--- config.mk ---
export PLATFORM = sky130hd
export DESIGN_NAME = spi_cs_gap_master
export DESIGN_NICKNAME = d
export VERILOG_FILES = /design/src/rtl/spi_gap_pkg.sv /design/src/rtl/spi_gap_clamp.sv /design/src/rtl/spi_gap_shreg.sv /design/src/rtl/spi_cs_gap_master.sv
export SDC_FILE = /design/constraint.sdc
export NUM_CORES = 1
export LEC_CHECK = 0
export ABC_AREA = 1
export ABC_CLOCK_PERIOD_IN_PS = 6850
export BUFFER_PORTS_ARGS = -buffer_cell sky130_fd_sc_hd__buf_2
export CORE_UTILIZATION = 50
export DETAILED_ROUTE_END_ITERATION = 8
export GPL_TIMING_DRIVEN = 0
export PLACE_DENSITY = 0.72
export SYNTH_ARGS = -nofsm -noshare
export SYNTH_HDL_FRONTEND = slang
export SYNTH_SLANG_ARGS = --single-unit
--- constraint.sdc ---
create_clock -name clk -period 6.85 [get_ports clk]
set_input_delay 0.3425 -clock clk [delete_from_list [all_inputs] [get_ports clk]]
set_output_delay 0.3425 -clock clk [all_outputs]
set_load 0.1 [all_outputs]
--- src/rtl/spi_gap_pkg.sv ---
package spi_gap_pkg;
    typedef enum logic [2:0] {
        ST_IDLE,
        ST_LEAD,
        ST_XFER,
        ST_TRAIL,
        ST_HOLD,
        ST_GAP
    } gap_state_t;
endpackage

--- src/rtl/spi_gap_clamp.sv ---
// Derives effective delays: each delay is at least a quarter SCK period (rounded up).
module spi_gap_clamp #(
    parameter int DIV_W = 8,
    parameter int DLY_W = 8,
    parameter int CNT_W = 10
) (
    input  logic [DIV_W-1:0] div_in,
    input  logic [DLY_W-1:0] lead_in,
    input  logic [DLY_W-1:0] trail_in,
    output logic [DIV_W-1:0] div_nz,
    output logic [CNT_W-1:0] eff_lead,
    output logic [CNT_W-1:0] eff_trail,
    output logic [CNT_W-1:0] gap_len
);
    logic [DIV_W:0]   quarter_w;
    logic [CNT_W-1:0] quarter;
    logic [CNT_W-1:0] lead_w;
    logic [CNT_W-1:0] trail_w;

    always_comb begin
        div_nz    = (div_in == '0) ? DIV_W'(1) : div_in;
        // period = 2*div, so ceil(period/4) = ceil(div/2)
        quarter_w = ({1'b0, div_nz} + (DIV_W+1)'(1)) >> 1;
        quarter   = CNT_W'(quarter_w);
        lead_w    = CNT_W'(lead_in);
        trail_w   = CNT_W'(trail_in);
        eff_lead  = (lead_w  > quarter) ? lead_w  : quarter;
        eff_trail = (trail_w > quarter) ? trail_w : quarter;
        gap_len   = CNT_W'({div_nz, 1'b0});
    end
endmodule

--- src/rtl/spi_gap_shreg.sv ---
// Transmit and receive shift registers, MSB first.
module spi_gap_shreg #(
    parameter int FRAME_W = 8
) (
    input  logic               clk,
    input  logic               rst_n,
    input  logic               load,
    input  logic [FRAME_W-1:0] load_data,
    input  logic               shift_out,
    input  logic               sample_in,
    input  logic               miso,
    output logic               mosi,
    output logic [FRAME_W-1:0] rx_word
);
    logic [FRAME_W-1:0] tx_q;
    logic [FRAME_W-1:0] rx_q;

    always_ff @(posedge clk or negedge rst_n) begin
        if (!rst_n) begin
            tx_q <= '0;
        end else if (load) begin
            tx_q <= load_data;
        end else if (shift_out) begin
            tx_q <= {tx_q[FRAME_W-2:0], 1'b0};
        end
    end

    always_ff @(posedge clk or negedge rst_n) begin
        if (!rst_n) begin
            rx_q <= '0;
        end else if (sample_in) begin
            rx_q <= {rx_q[FRAME_W-2:0], miso};
        end
    end

    assign mosi    = tx_q[FRAME_W-1];
    assign rx_word = rx_q;

    // load and shift never coincide (loads happen only outside XFER)
    a_r6_load_shift_excl: assert property (@(posedge clk) disable iff (!rst_n)
        !(load && shift_out));
endmodule

--- src/rtl/spi_cs_gap_master.sv ---
module spi_cs_gap_master #(
    parameter int FRAME_W = 8,
    parameter int DIV_W   = 8,
    parameter int DLY_W   = 8
) (
    input  logic               clk,
    input  logic               rst_n,
    input  logic               tx_valid,
    output logic               tx_ready,
    input  logic [FRAME_W-1:0] tx_data,
    input  logic               tx_cont,
    input  logic [DIV_W-1:0]   cfg_div,
    input  logic               cfg_cpol,
    input  logic               cfg_cpha,
    input  logic [DLY_W-1:0]   cfg_lead,
    input  logic [DLY_W-1:0]   cfg_trail,
    output logic               sck,
    output logic               mosi,
    output logic               cs_n,
    input  logic               miso,
    output logic               rx_valid,
    output logic [FRAME_W-1:0] rx_data
);
    import spi_gap_pkg::*;

    localparam int CNT_W = ((DLY_W > DIV_W) ? DLY_W : DIV_W) + 2;
    localparam int EC_W  = $clog2(2 * FRAME_W);
    localparam logic [EC_W-1:0] EC_LAST = EC_W'(2 * FRAME_W - 1);

    gap_state_t       state, state_nx;
    logic [CNT_W-1:0] cnt_q;
    logic [DIV_W-1:0] hcnt_q;
    logic [EC_W-1:0]  ecnt_q;
    logic             tgl_q, cs_n_q, rx_valid_q, cont_q;

    logic [DIV_W-1:0] div_nz;
    logic [CNT_W-1:0] eff_lead, eff_trail, gap_len;
    logic lead_done, trail_done, gap_done, half_done;
    logic edge_fire, last_edge, leading, sample_en, shift_en, accept;

    spi_gap_clamp #(.DIV_W(DIV_W), .DLY_W(DLY_W), .CNT_W(CNT_W)) clamp_i (
        .div_in   (cfg_div),
        .lead_in  (cfg_lead),
        .trail_in (cfg_trail),
        .div_nz   (div_nz),
        .eff_lead (eff_lead),
        .eff_trail(eff_trail),
        .gap_len  (gap_len)
    );

    always_comb begin
        lead_done  = (cnt_q == eff_lead  - CNT_W'(1));
        trail_done = (cnt_q == eff_trail - CNT_W'(1));
        gap_done   = (cnt_q == gap_len   - CNT_W'(1));
        half_done  = (hcnt_q == div_nz - DIV_W'(1));
        edge_fire  = ((state == ST_LEAD) && lead_done) ||
                     ((state == ST_XFER) && half_done);
        last_edge  = (state == ST_XFER) && half_done && (ecnt_q == EC_LAST);
        leading    = ~ecnt_q[0];
        sample_en  = edge_fire && (leading ^ cfg_cpha);
        shift_en   = edge_fire && !(leading ^ cfg_cpha) &&
                     (ecnt_q != '0) && (ecnt_q != EC_LAST);
        tx_ready   = (state == ST_IDLE) || (state == ST_HOLD) ||
                     ((state == ST_TRAIL) && trail_done && cont_q);
        accept     = tx_valid && tx_ready;
    end

    // next-state logic
    always_comb begin
        state_nx = state;
        unique case (state)
            ST_IDLE:  if (accept) state_nx = ST_LEAD;
            ST_LEAD:  if (lead_done) state_nx = ST_XFER;
            ST_XFER:  if (last_edge) state_nx = ST_TRAIL;
            ST_TRAIL: if (trail_done) begin
                          if (!cont_q)      state_nx = ST_GAP;
                          else if (accept)  state_nx = ST_LEAD;
                          else              state_nx = ST_HOLD;
                      end
            ST_HOLD:  if (accept) state_nx = ST_LEAD;
            ST_GAP:   if (gap_done) state_nx = ST_IDLE;
            default:  state_nx = ST_IDLE;
        endcase
    end

    // state register
    always_ff @(posedge clk or negedge rst_n) begin
        if (!rst_n) state <= ST_IDLE;
        else        state <= state_nx;
    end

    // timing counters
    always_ff @(posedge clk or negedge rst_n) begin
        if (!rst_n) begin
            cnt_q  <= '0;
            hcnt_q <= '0;
            ecnt_q <= '0;
        end else begin
            cnt_q  <= (state_nx != state) ? '0 : cnt_q + CNT_W'(1);
            hcnt_q <= ((state == ST_XFER) && !half_done) ? hcnt_q + DIV_W'(1) : '0;
            if (state_nx == ST_LEAD && state != ST_LEAD) ecnt_q <= '0;
            else if (edge_fire)                           ecnt_q <= ecnt_q + EC_W'(1);
        end
    end

    // registered outputs
    always_ff @(posedge clk or negedge rst_n) begin
        if (!rst_n) begin
            tgl_q      <= 1'b0;
            cs_n_q     <= 1'b1;
            rx_valid_q <= 1'b0;
            cont_q     <= 1'b0;
        end else begin
            cs_n_q     <= (state_nx == ST_IDLE) || (state_nx == ST_GAP);
            rx_valid_q <= last_edge;
            if (accept)         cont_q <= tx_cont;
            if (state == ST_IDLE) tgl_q <= 1'b0;
            else if (edge_fire)   tgl_q <= ~tgl_q;
        end
    end

    spi_gap_shreg #(.FRAME_W(FRAME_W)) shreg_i (
        .clk      (clk),
        .rst_n    (rst_n),
        .load     (accept),
        .load_data(tx_data),
        .shift_out(shift_en),
        .sample_in(sample_en),
        .miso     (miso),
        .mosi     (mosi),
        .rx_word  (rx_data)
    );

    assign sck      = cfg_cpol ^ tgl_q;
    assign cs_n     = cs_n_q;
    assign rx_valid = rx_valid_q;

    // deselected means clock parked at idle
    a_r2_idle_level: assert property (@(posedge clk) disable iff (!rst_n)
        cs_n |-> (sck == cfg_cpol));
    // receive strobe is a single-cycle pulse
    a_r7_single_pulse: assert property (@(posedge clk) disable iff (!rst_n)
        rx_valid |=> !rx_valid);
    // waiting for a continued frame keeps select low and clock idle
    a_r9_hold_idle: assert property (@(posedge clk) disable iff (!rst_n)
        (state == ST_HOLD) |-> (!cs_n && sck == cfg_cpol));
    // no frame accepted while one is being clocked
    a_r11_busy_not_ready: assert property (@(posedge clk) disable iff (!rst_n)
        (state == ST_XFER || state == ST_LEAD) |-> !tx_ready);
    // a release of select lasts more than one cycle
    a_r10_release_held: assert property (@(posedge clk) disable iff (!rst_n)
        $rose(cs_n) |=> cs_n);
    // no clock movement before the lead count ends
    a_r3_lead_quiet: assert property (@(posedge clk) disable iff (!rst_n)
        (state == ST_LEAD && !lead_done) |=> $stable(tgl_q));
endmodule

==> out/qor.yml <==
first_iter_violations: 188
hold_class: "input port to asynchronous set/reset pin"
cellLeakagePower_uw: 0.00255
drv_cap: 0
ctsLongestPathBuffers: 2
ys_top_cells_by_area: "dfrtp_1 25%, nand2_1 15%, nand3_1 7.1%, nor2_1 6.1%, inv_1 5.9%"
yosysWarnings: 0
ctsRootBufferMaster: "clkbuf_8"
powerDensity_nw_per_um2: 241
dp_cells: 804
drtAntennaViolNets: 0
cp-end-kind: "output port"
n_fill_cell: 825
synth_area_per_cell_sq_um: 6.74
nNetsFinal: 763
cp-start-kind: "input port"
async_flop_share_pct: 100
rows: 33
chipWidth_microns: 95.6
seq_area_frac_synth_pct: 25.7
grtUsageTotal_pct: 24.4
grt_antenna_before_repair: 0
wire_per_inst_microns: 12.7
grt_max_degree: 46
path_delay_family: "simple AND/OR/NAND/NOR gates"
grt_pass1_wl_microns: 17500
synth_seq_cells: 45
netlist.area_leader.share_pct: 25.1
syn_nets: 707
finalHoldViolations: 0
viasPerCell: 5.26
finalCritPeriodShare_pct: 67.9
clk_latency_ns: 0.30
synth_ff_type: "dfrtp_1"
place.detailed.hpwl_microns: 8380
layout-drive-gt1-share_pct: 20.7
final_cells: 812
post_dp_cell_area_sq_um: 4760
utilization_pct: 58.5
worst-path-buf-inv: 2
core_area_sq_um: 8340
gr-total-overflow: 0
required_ns: 6.51
synth_edf_count: 0
max_freq_mhz: 215
status: "completed"
cp_slowest_stage_delay_ns: 0.53
synthCells: 650
io_pins: 52
area_growth_pct: 11.3
dieArea_sq_um: 9150
dp_slack_ns: 2.30
setup_ws_ns: 2.20
cts_tree: "done"
setup.worst_path.class: "input port to output port"
rsz0062_at_grt: "false"
crit_slowest_cell: "a41oi_1"
die_h_microns: 95.6
place.gp.congestion: 0.920
min_period_ns: 4.65
clk_pin_slew_ns: 0.09
relSlewSlack_pct: 32.0
ctsResizeCount: 0
first_pass_iters: 6
drv_slew: 0
cts_hold_buf: 0
cp.arrival_ns: 4.31
first_global_vias: 3923
portBuffers: 49
yosysMostFrequentCell: "nand2_1"
antennaDiodeCount: 0
synth_common_cells: "179 x nand2_1, 71 x nor2_1, 69 x inv_1"
drc: 0
path_max_fanout: 10
crit_chain: "buf_2 -> nor2_1 -> a41oi_1 -> ha_1 -> ha_1 -> o21bai_1 -> nand4_1 -> nand2_1 -> nand2_2 -> nand2_4 -> nand2_4 -> nand2_1 -> nand2_2 -> ha_1 -> xor2_1 -> nand3_1 -> nor2_1 -> nand2_1 -> nor2_1 -> nand4_1 -> nand2_2 -> buf_2"
clock-sinks: 45
htreeDepth: 2
ir_drop_mv: 0.124
finalSetupViolations: 0
initial_core_util_pct: 52.6
synthesis.area_sq_um: 4380
skew_ns: 0.0102
worst_pin_slew_ns: 1.02
tns_ns: 0
yosys.area.top_type: "dfrtp_1"
wl_microns: 10300
ys_types: 45
cts_buffers: 5
post-cts-setup-buffers: 0
dr_total_vias: 4271
final_design_area_no_fill_sq_um: 4880
-- per-stage QoR --
step	total power, uW	hold WS [ns]
floorplan	847	0.0469
detailed placement	967	0.488
finish	1180	0.211
global placement	952	0.479
CTS	1180	0.235
global route	1260	0.241
-- cell type report --
cell class / count / area [sq um] / area share [%]
Inverter: 76 / 290 / 5.95
Clock buffer: 5 / 68.8 / 1.41
Multi-Input combinational cell: 522 / 2910 / 59.7
Sequential cell: 45 / 1130 / 23.1
Timing Repair Buffer: 49 / 245 / 5.03
Tap cell: 105 / 131 / 2.69
Clock inverter: 3 / 50.0 / 1.03
Buffer: 7 / 52.6 / 1.08
-- sequential cells by signal (all words and copies together) (netlist names) --
register and cells:
cnt_q 10, ecnt_q 4, rx_valid 1, cont_q 1, state 3, shreg_i.tx_q 8, shreg_i.rx_word 8, hcnt_q 8
cs_n 1, tgl_q 1
-- kinds of logic (layout without fill, tap and decap cells) --
group / Yosys count / in the layout / share of synthesized area, %
adders and majority gates: 18 / 18 / 5.14
DFF: 45 / 45 / 25.7
and+or+nand+nor: 417 / 417 / 46.8
xor gates and xnor gates: 35 / 35 / 7.16
buffers and inverters: 83 / 140 / 7.82
AOI/OAI and AO/OA: 52 / 52 / 7.39
-- layout by cell type, fill, tap and decap left out, types with 9 or more instances in the layout --
| master | netlist | final |
|---|---|---|
| nand3_1 | 62 | 62 |
| ha_1 | 18 | 18 |
| nor2_1 | 71 | 71 |
| nand4_1 | 9 | 9 |
| buf_2 | 3 | 52 |
| xor2_1 | 26 | 26 |
| nand2_1 | 179 | 179 |
| o21ai_0 | 13 | 13 |
| a21oi_1 | 16 | 16 |
| dfrtp_1 | 44 | 44 |
| nand2_2 | 27 | 27 |
| nor2_2 | 17 | 17 |
| nor3_1 | 13 | 13 |
| inv_1 | 69 | 69 |
| nand2_4 | 10 | 10 |
-- per-layer routing --
metal	part of all wire (%)	routed length [microns]	GRT usage (%)	vias to the layer above
li1	-	-	-	2205
met1	48	4890	34.2	1948
met2	47	4800	40.5	109
met3	4.9	502	2.87	9
met4	0.85	87	4.35	0
met5	0	0	0	-
-- power breakdown --
group / switching (uW) / internal, uW
clock network: 102 / 112
registers: 42.3 / 319
logic: 439 / 163
total: 583 / 594
-- worst paths after layout --
kind                                                start                              to  slack (ns)  cells past startpoint
hold / removal                                      rst_n  shreg_i.rx_word[6]$_DFFE_PN0P_        0.21                      1
max in group asynchronous                           rst_n              cont_q$_DFFE_PN0N_        6.01                      1
hold reg to reg            shreg_i.rx_word[7]$_DFFE_PN0P_  shreg_i.rx_word[7]$_DFFE_PN0P_        0.51                      2
setup / recovery                               cfg_div[3]                        tx_ready        2.20                     22
setup reg to reg                       cnt_q[3]$_DFF_PN0_              cnt_q[3]$_DFF_PN0_        4.01                     17
min in group clk                               tx_data[0]     shreg_i.tx_q[0]$_DFFE_PN0P_        0.25                      3
Note: power is estimated with default switching activity, not from simulation.
